### src/rtl/link_seq_pkg.sv
package link_seq_pkg;

    typedef enum logic [2:0] {
        MS_MONITOR,
        MS_SU_LISTEN,
        MS_LISTEN,
        MS_WAKE_WAIT,
        MS_ACK,
        MS_SU_CAPTURE,
        MS_CAPTURE,
        MS_RECHARGE
    } main_st_e;

    typedef enum logic [2:0] {
        SU_IDLE,
        SU_GATE,
        SU_BOOST,
        SU_KICK,
        SU_CMFB
    } su_st_e;

endpackage

### src/rtl/link_startup_seq.sv
module link_startup_seq
    import link_seq_pkg::*;
#(
    parameter int CNT_W = 16
) (
    input  logic             clk_i,
    input  logic             rst_ni,
    input  logic             start_i,
    input  logic [CNT_W-1:0] boost_len_i,
    input  logic [CNT_W-1:0] kick_len_i,
    input  logic [CNT_W-1:0] cmfb_len_i,
    output logic             boost_o,
    output logic             kick_o,
    output logic             cmfb_o,
    output logic             done_o
);

    typedef struct packed {
        su_st_e           st;
        logic [CNT_W-1:0] cnt;
    } su_t;

    su_t s_d, s_q;

    function automatic logic [CNT_W-1:0] first_cnt(input logic [CNT_W-1:0] len);
        return (len == '0) ? '0 : len - CNT_W'(1);
    endfunction

    always_comb begin
        s_d = s_q;
        unique case (s_q.st)
            SU_IDLE: if (start_i) s_d.st = SU_GATE;
            SU_GATE: begin
                s_d.st  = SU_BOOST;
                s_d.cnt = first_cnt(boost_len_i);
            end
            SU_BOOST: begin
                if (s_q.cnt == '0) begin
                    s_d.st  = SU_KICK;
                    s_d.cnt = first_cnt(kick_len_i);
                end else begin
                    s_d.cnt = s_q.cnt - CNT_W'(1);
                end
            end
            SU_KICK: begin
                if (s_q.cnt == '0) begin
                    s_d.st  = SU_CMFB;
                    s_d.cnt = first_cnt(cmfb_len_i);
                end else begin
                    s_d.cnt = s_q.cnt - CNT_W'(1);
                end
            end
            SU_CMFB: begin
                if (s_q.cnt == '0) s_d.st = SU_IDLE;
                else               s_d.cnt = s_q.cnt - CNT_W'(1);
            end
            default: s_d.st = SU_IDLE;
        endcase
    end

    always_ff @(posedge clk_i or negedge rst_ni) begin
        if (!rst_ni) begin
            s_q.st  <= SU_IDLE;
            s_q.cnt <= '0;
        end else begin
            s_q <= s_d;
        end
    end

    assign boost_o = (s_q.st == SU_BOOST);
    assign kick_o  = (s_q.st == SU_KICK);
    assign cmfb_o  = (s_q.st == SU_CMFB);
    assign done_o  = (s_q.st == SU_CMFB) && (s_q.cnt == '0);

endmodule

### src/rtl/link_delay_timer.sv
module link_delay_timer #(
    parameter int CNT_W = 16
) (
    input  logic             clk_i,
    input  logic             rst_ni,
    input  logic             load_i,
    input  logic [CNT_W-1:0] len_i,
    input  logic             twice_i,
    output logic             done_o
);

    typedef struct packed {
        logic             act;
        logic             again;
        logic [CNT_W-1:0] len;
        logic [CNT_W-1:0] cnt;
    } tmr_t;

    tmr_t t_d, t_q;

    logic last_tick;
    assign last_tick = t_q.act && (t_q.cnt <= CNT_W'(1));

    always_comb begin
        t_d = t_q;
        if (load_i) begin
            t_d.act   = 1'b1;
            t_d.again = twice_i;
            t_d.len   = len_i;
            t_d.cnt   = len_i;
        end else if (t_q.act) begin
            if (last_tick) begin
                if (t_q.again) begin
                    t_d.again = 1'b0;
                    t_d.cnt   = t_q.len;
                end else begin
                    t_d.act = 1'b0;
                end
            end else begin
                t_d.cnt = t_q.cnt - CNT_W'(1);
            end
        end
    end

    always_ff @(posedge clk_i or negedge rst_ni) begin
        if (!rst_ni) begin
            t_q <= '0;
        end else begin
            t_q <= t_d;
        end
    end

    assign done_o = last_tick && !t_q.again;

endmodule

### src/rtl/link_ack_pulse.sv
module link_ack_pulse #(
    parameter int ACK_LEN = 4
) (
    input  logic clk_i,
    input  logic rst_ni,
    input  logic start_i,
    output logic pulse_o
);

    localparam int AW = $clog2(ACK_LEN + 1);

    logic [AW-1:0] cnt_d, cnt_q;

    always_comb begin
        cnt_d = cnt_q;
        if (cnt_q != '0)  cnt_d = cnt_q - AW'(1);
        else if (start_i) cnt_d = AW'(ACK_LEN);
    end

    always_ff @(posedge clk_i or negedge rst_ni) begin
        if (!rst_ni) cnt_q <= '0;
        else         cnt_q <= cnt_d;
    end

    assign pulse_o = (cnt_q != '0);

endmodule

### src/rtl/link_seq_ctrl.sv
module link_seq_ctrl
    import link_seq_pkg::*;
#(
    parameter int CNT_W   = 16,
    parameter int TUNE_W  = 4,
    parameter int ACK_LEN = 4
) (
    input  logic              clk_i,
    input  logic              rst_ni,
    input  logic              wake_tick_i,
    input  logic              beacon_i,
    input  logic              capture_done_i,
    input  logic              pkt_err_i,
    input  logic              fifo_full_i,
    input  logic [CNT_W-1:0]  cfg_tack_i,
    input  logic [CNT_W-1:0]  cfg_wake_dly_i,
    input  logic [CNT_W-1:0]  cfg_listen_i,
    input  logic [CNT_W-1:0]  cfg_boost_len_i,
    input  logic [CNT_W-1:0]  cfg_kick_len_i,
    input  logic [CNT_W-1:0]  cfg_cmfb_len_i,
    input  logic [TUNE_W-1:0] cfg_tune_i,
    output logic              fe_pwr_o,
    output logic              fe_cap_boost_o,
    output logic              fe_bias_kick_o,
    output logic              fe_cmfb_boost_o,
    output logic              tx_ack_o,
    output logic              capture_o,
    output logic [TUNE_W-1:0] cmp_tune_o
);

    typedef struct packed {
        logic [CNT_W-1:0] tack;
        logic [CNT_W-1:0] wake;
        logic [CNT_W-1:0] listen;
        logic [CNT_W-1:0] boost;
        logic [CNT_W-1:0] kick;
        logic [CNT_W-1:0] cmfb;
    } sess_cfg_t;

    typedef struct packed {
        main_st_e          st;
        sess_cfg_t         cfg;
        logic [TUNE_W-1:0] tune;
    } ctrl_t;

    ctrl_t c_d, c_q;

    logic             su_start, su_done;
    logic             tmr_load, tmr_twice, tmr_done;
    logic [CNT_W-1:0] tmr_len;
    logic             ack_start, ack_busy;

    always_comb begin
        c_d       = c_q;
        su_start  = 1'b0;
        tmr_load  = 1'b0;
        tmr_twice = 1'b0;
        tmr_len   = '0;
        ack_start = 1'b0;
        unique case (c_q.st)
            MS_MONITOR: begin
                if (wake_tick_i) begin
                    c_d.cfg.tack   = cfg_tack_i;
                    c_d.cfg.wake   = cfg_wake_dly_i;
                    c_d.cfg.listen = cfg_listen_i;
                    c_d.cfg.boost  = cfg_boost_len_i;
                    c_d.cfg.kick   = cfg_kick_len_i;
                    c_d.cfg.cmfb   = cfg_cmfb_len_i;
                    c_d.tune       = cfg_tune_i;
                    c_d.st         = MS_SU_LISTEN;
                    su_start       = 1'b1;
                end
            end
            MS_SU_LISTEN: begin
                if (su_done) begin
                    c_d.st   = MS_LISTEN;
                    tmr_load = 1'b1;
                    tmr_len  = c_q.cfg.listen;
                end
            end
            MS_LISTEN: begin
                if (beacon_i) begin
                    c_d.st   = MS_WAKE_WAIT;
                    tmr_load = 1'b1;
                    tmr_len  = c_q.cfg.wake;
                end else if (tmr_done) begin
                    c_d.st = MS_MONITOR;
                end
            end
            MS_WAKE_WAIT, MS_RECHARGE: begin
                if (tmr_done) begin
                    c_d.st    = MS_ACK;
                    ack_start = 1'b1;
                end
            end
            MS_ACK: begin
                if (!ack_busy) begin
                    c_d.st   = MS_SU_CAPTURE;
                    su_start = 1'b1;
                end
            end
            MS_SU_CAPTURE: begin
                if (su_done) c_d.st = MS_CAPTURE;
            end
            MS_CAPTURE: begin
                if (capture_done_i) begin
                    if (pkt_err_i) begin
                        c_d.st    = MS_RECHARGE;
                        tmr_load  = 1'b1;
                        tmr_len   = c_q.cfg.tack;
                        tmr_twice = 1'b1;
                    end else if (fifo_full_i) begin
                        c_d.st = MS_MONITOR;
                    end else begin
                        c_d.st   = MS_RECHARGE;
                        tmr_load = 1'b1;
                        tmr_len  = c_q.cfg.tack;
                    end
                end
            end
            default: c_d.st = MS_MONITOR;
        endcase
    end

    always_ff @(posedge clk_i or negedge rst_ni) begin
        if (!rst_ni) begin
            c_q.st   <= MS_MONITOR;
            c_q.cfg  <= '0;
            c_q.tune <= '0;
        end else begin
            c_q <= c_d;
        end
    end

    link_startup_seq #(.CNT_W(CNT_W)) su_i (
        .clk_i       (clk_i),
        .rst_ni      (rst_ni),
        .start_i     (su_start),
        .boost_len_i (c_q.cfg.boost),
        .kick_len_i  (c_q.cfg.kick),
        .cmfb_len_i  (c_q.cfg.cmfb),
        .boost_o     (fe_cap_boost_o),
        .kick_o      (fe_bias_kick_o),
        .cmfb_o      (fe_cmfb_boost_o),
        .done_o      (su_done)
    );

    link_delay_timer #(.CNT_W(CNT_W)) tmr_i (
        .clk_i   (clk_i),
        .rst_ni  (rst_ni),
        .load_i  (tmr_load),
        .len_i   (tmr_len),
        .twice_i (tmr_twice),
        .done_o  (tmr_done)
    );

    link_ack_pulse #(.ACK_LEN(ACK_LEN)) ack_i (
        .clk_i   (clk_i),
        .rst_ni  (rst_ni),
        .start_i (ack_start),
        .pulse_o (ack_busy)
    );

    assign tx_ack_o   = ack_busy;
    assign fe_pwr_o   = (c_q.st == MS_SU_LISTEN) || (c_q.st == MS_LISTEN) ||
                        (c_q.st == MS_SU_CAPTURE) || (c_q.st == MS_CAPTURE);
    assign capture_o  = (c_q.st == MS_CAPTURE);
    assign cmp_tune_o = c_q.tune;

endmodule

### config.mk
export PLATFORM = sky130hd
export DESIGN_NAME = link_seq_ctrl
export DESIGN_NICKNAME = d
export VERILOG_FILES = /design/src/rtl/link_seq_pkg.sv /design/src/rtl/link_startup_seq.sv /design/src/rtl/link_delay_timer.sv /design/src/rtl/link_ack_pulse.sv /design/src/rtl/link_seq_ctrl.sv
export SDC_FILE = /design/constraint.sdc
export NUM_CORES = 1
export LEC_CHECK = 0
export BUFFER_PORTS_ARGS = -buffer_cell sky130_fd_sc_hd__buf_4
export CAP_MARGIN = 10
export CORE_MARGIN = 8
export CORE_UTILIZATION = 55
export CTS_CLUSTER_DIAMETER = 120
export DETAILED_ROUTE_END_ITERATION = 16
export PLACE_DENSITY = 0.77
export SYNTH_ARGS = -nofsm -noshare
export SYNTH_HDL_FRONTEND = slang
export SYNTH_SLANG_ARGS = --single-unit
### constraint.sdc
create_clock -name clk_i -period 4.64 [get_ports clk_i]
set_clock_uncertainty 0.1 [all_clocks]
set_input_delay 0.696 -clock clk_i [delete_from_list [all_inputs] [get_ports clk_i]]
set_output_delay 0.696 -clock clk_i [all_outputs]
set_load 0.03 [all_outputs]
==> flow_metrics.tcl <==
set metrics [dict create \
    synth_top_cell_area_share 0.4630 \
    finalHoldViolCount 0 \
    ys_types 77 \
    cts_buffer_depth 2 \
    leakage_nw 4.389 \
    synth-edff-count 0 \
    synth_commonest_cells "159 x dfrtp_1, 95 x mux2_2, 68 x nand2_1, 45 x nor2_1, 42 x o21ai_0" \
    status "completed" \
    crit_path_end_kind "flip-flop" \
    ctsResizeCount 0 \
    numClockSinks 159 \
    pin_count 117 \
    synth_area_per_cell_um2 10.47 \
    ant_nets 0 \
    peakVddDrop_v 0.0004073 \
    post-place-ws_ps 1438 \
    clk_latency_ps 430 \
    drt-total-wl_um 22310 \
    crit_arrival_ps 3440 \
    first_pass_iters 5 \
    syn_inst 821 \
    crit_required_ps 4850 \
    cts_tree "done" \
    r2r-end "tmr_i.t_q[12]" \
    antenna_found_initial 0 \
    synth_top_area_cell "dfrtp_1" \
    post_cts_buffers 0 \
    period_minus_slack_ps 3236 \
    reg2reg_depth 8 \
    synth_seq_cells 159 \
    synthesis.nets 935 \
    rsz0062_at_grt "no" \
    synthMostInstantiatedCell "dfrtp_1" \
    synth_ff_type "dfrtp_1" \
    postCtsHoldBufs 0 \
    synth_warnings 0 \
    stdcell_count 1140 \
    synthArstFlopShare 1.000 \
    gp_congestion 0.9242 \
    clk_pin_slew_worst_paths_ps 70 \
    die_w_um 141.0 \
    synthesis.area_um2 8593 \
    viasPerCell 6.173 \
    cts_made_buffers 17 \
    synth_area_leaders "dfrtp_1 46%, mux2_2 12%, nand2_1 3.0%" \
    slew_headroom 0.2819 \
    root_buffer "clkbuf_16" \
    dp_hpwl_um 15630 \
    drv_cap 0 \
    grt_max_degree 109 \
    rows 45 \
    fin_nets 1030 \
    start_util 0.5632 \
    port-buffer-count 116 \
    die-area_um2 19880 \
    syn_to_final_growth_pct 19.38 \
    grt_pass1_vias 6982 \
    period_share 0.6975 \
    cp_max_fo 18 \
    max_slew.worst_pin.slew_ps 1067 \
    reg2reg_setup_slack_ps 1400 \
    drive_gt1_frac 0.3057 \
    drt-wirelength-per-cell_um 19.57 \
    drt_iter0_drc 590 \
    synth_seq_area_share 0.4630 \
    setup_viol 0 \
    setup_slack_ps 1404 \
    timing.setup.tns_ps 0 \
    p_per_area_nw_per_um2 640.5 \
    worstSetupStartpointType "flip-flop" \
    dr_total_vias 7037 \
    drc_errors 0 \
    grt_first_pass_wirelength_um 36730 \
    htreeDepth 4 \
    overflow 0 \
    criticalPathCategory "flip-flop to flip-flop" \
    r2r-start "su_i.s_q[0]" \
    place_inst 1108 \
    slew_violations 0 \
    diodes 0 \
    core_um2 15260 \
    fmax_mhz 309.0 \
    min_path_type "primary input to asynchronous set/reset pin" \
    grtUsageTotal 0.2311 \
    fp.dieH_um 141.0 \
]
-- report_power, final --
group          internal (mW)  switching, mW
logic                   1.14           1.11
clock network          0.939          0.632
registers               2.03          0.719
-- layout make-up --
type                    count  area, um^2
well taps                 211       264.0
fillers                  1173        5000
clock buffers              18       439.2
multi-input cells         590        4302
inverters                  24       95.09
flip-flops and latches    159        3979
repair buffers            124       959.7
clock inverters            14       220.2
-- placed cells by master, fill, tap and decap left out, types with 15 or more instances in the layout --
cell         n
dfrtp_1    159
buf_4      121
mux2_2      95
nand2_1     68
nor2_1      44
o21ai_0     42
a21oi_1     39
xnor2_1     23
inv_1       22
nor4_1      19
nor3_1      19
xor2_1      17
clkbuf_16   17
a22o_1      16
o22ai_1     15
-- how the worst max path moves through the flow --
| stage | cells past startpoint | endpoint | start | slack [ps] |
|---|---|---|---|---|
| CTS | 8 | tmr_i.t_q[12] | su_i.s_q[0] | 1410 |
| floorplan | 11 | c_q[100] | tmr_i.t_q[0] | 2010 |
| global route | 8 | tmr_i.t_q[4] | su_i.s_q[0] | 1090 |
| detailed placement | 8 | tmr_i.t_q[12] | su_i.s_q[0] | 1440 |
| global placement | 8 | tmr_i.t_q[7] | su_i.s_q[0] | 1530 |
| finish | 8 | tmr_i.t_q[12] | su_i.s_q[0] | 1400 |
-- logic make-up after synthesis --
kind of cell / count (synthesis) / synth area share
compound gates: 200 / 0.1645
buf+inv: 72 / 0.03917
flops: 159 / 0.4630
mux: 102 / 0.1328
simple gates: 241 / 0.1495
fa+ha+maj: 7 / 0.01019
xor+xnor: 40 / 0.04077
-- sequential cells by signal, summed over array words and instances, names as in the netlist --
signal	count
ack_i.cnt_q	3
c_q	99
cmp_tune_o	4
su_i.s_q	19
tmr_i.t_q	34
-- metal layers --
| metal | track usage | up-vias | wire, um |
|---|---|---|---|
| met4 | 0.07353 | 0 | 405 |
| met3 | 0.06178 | 33 | 1737 |
| met5 | 0 | - | 0 |
| met1 | 0.3118 | 3463 | 9838 |
| li1 | - | 3254 | - |
| met2 | 0.3559 | 287 | 10320 |
-- critical path, cell delays in order, from the launching register on --
cell and delay (ps):
dfrtp_1 420, inv_1 90, ha_1 210, nor3b_1 520, nand4_1 410, nor2_2 790, nor4_1 310, o211ai_1 180
nand2_1 80
-- stage by stage --
step / area, um^2 / power, mW / util / hold WS, ps
detailed placement: 9599 / 4.944 / 0.6291 / 358.1
floorplan: 8593 / 4.304 / - / 300.4
CTS: 10260 / 6.553 / 0.6723 / 158.5
global placement: 9599 / 4.865 / 0.6291 / 359.7
finish: 10260 / 6.570 / 0.6723 / 143.7
global route: 10260 / 6.975 / 0.6723 / 183.5
(Power assumes the default switching activity.)
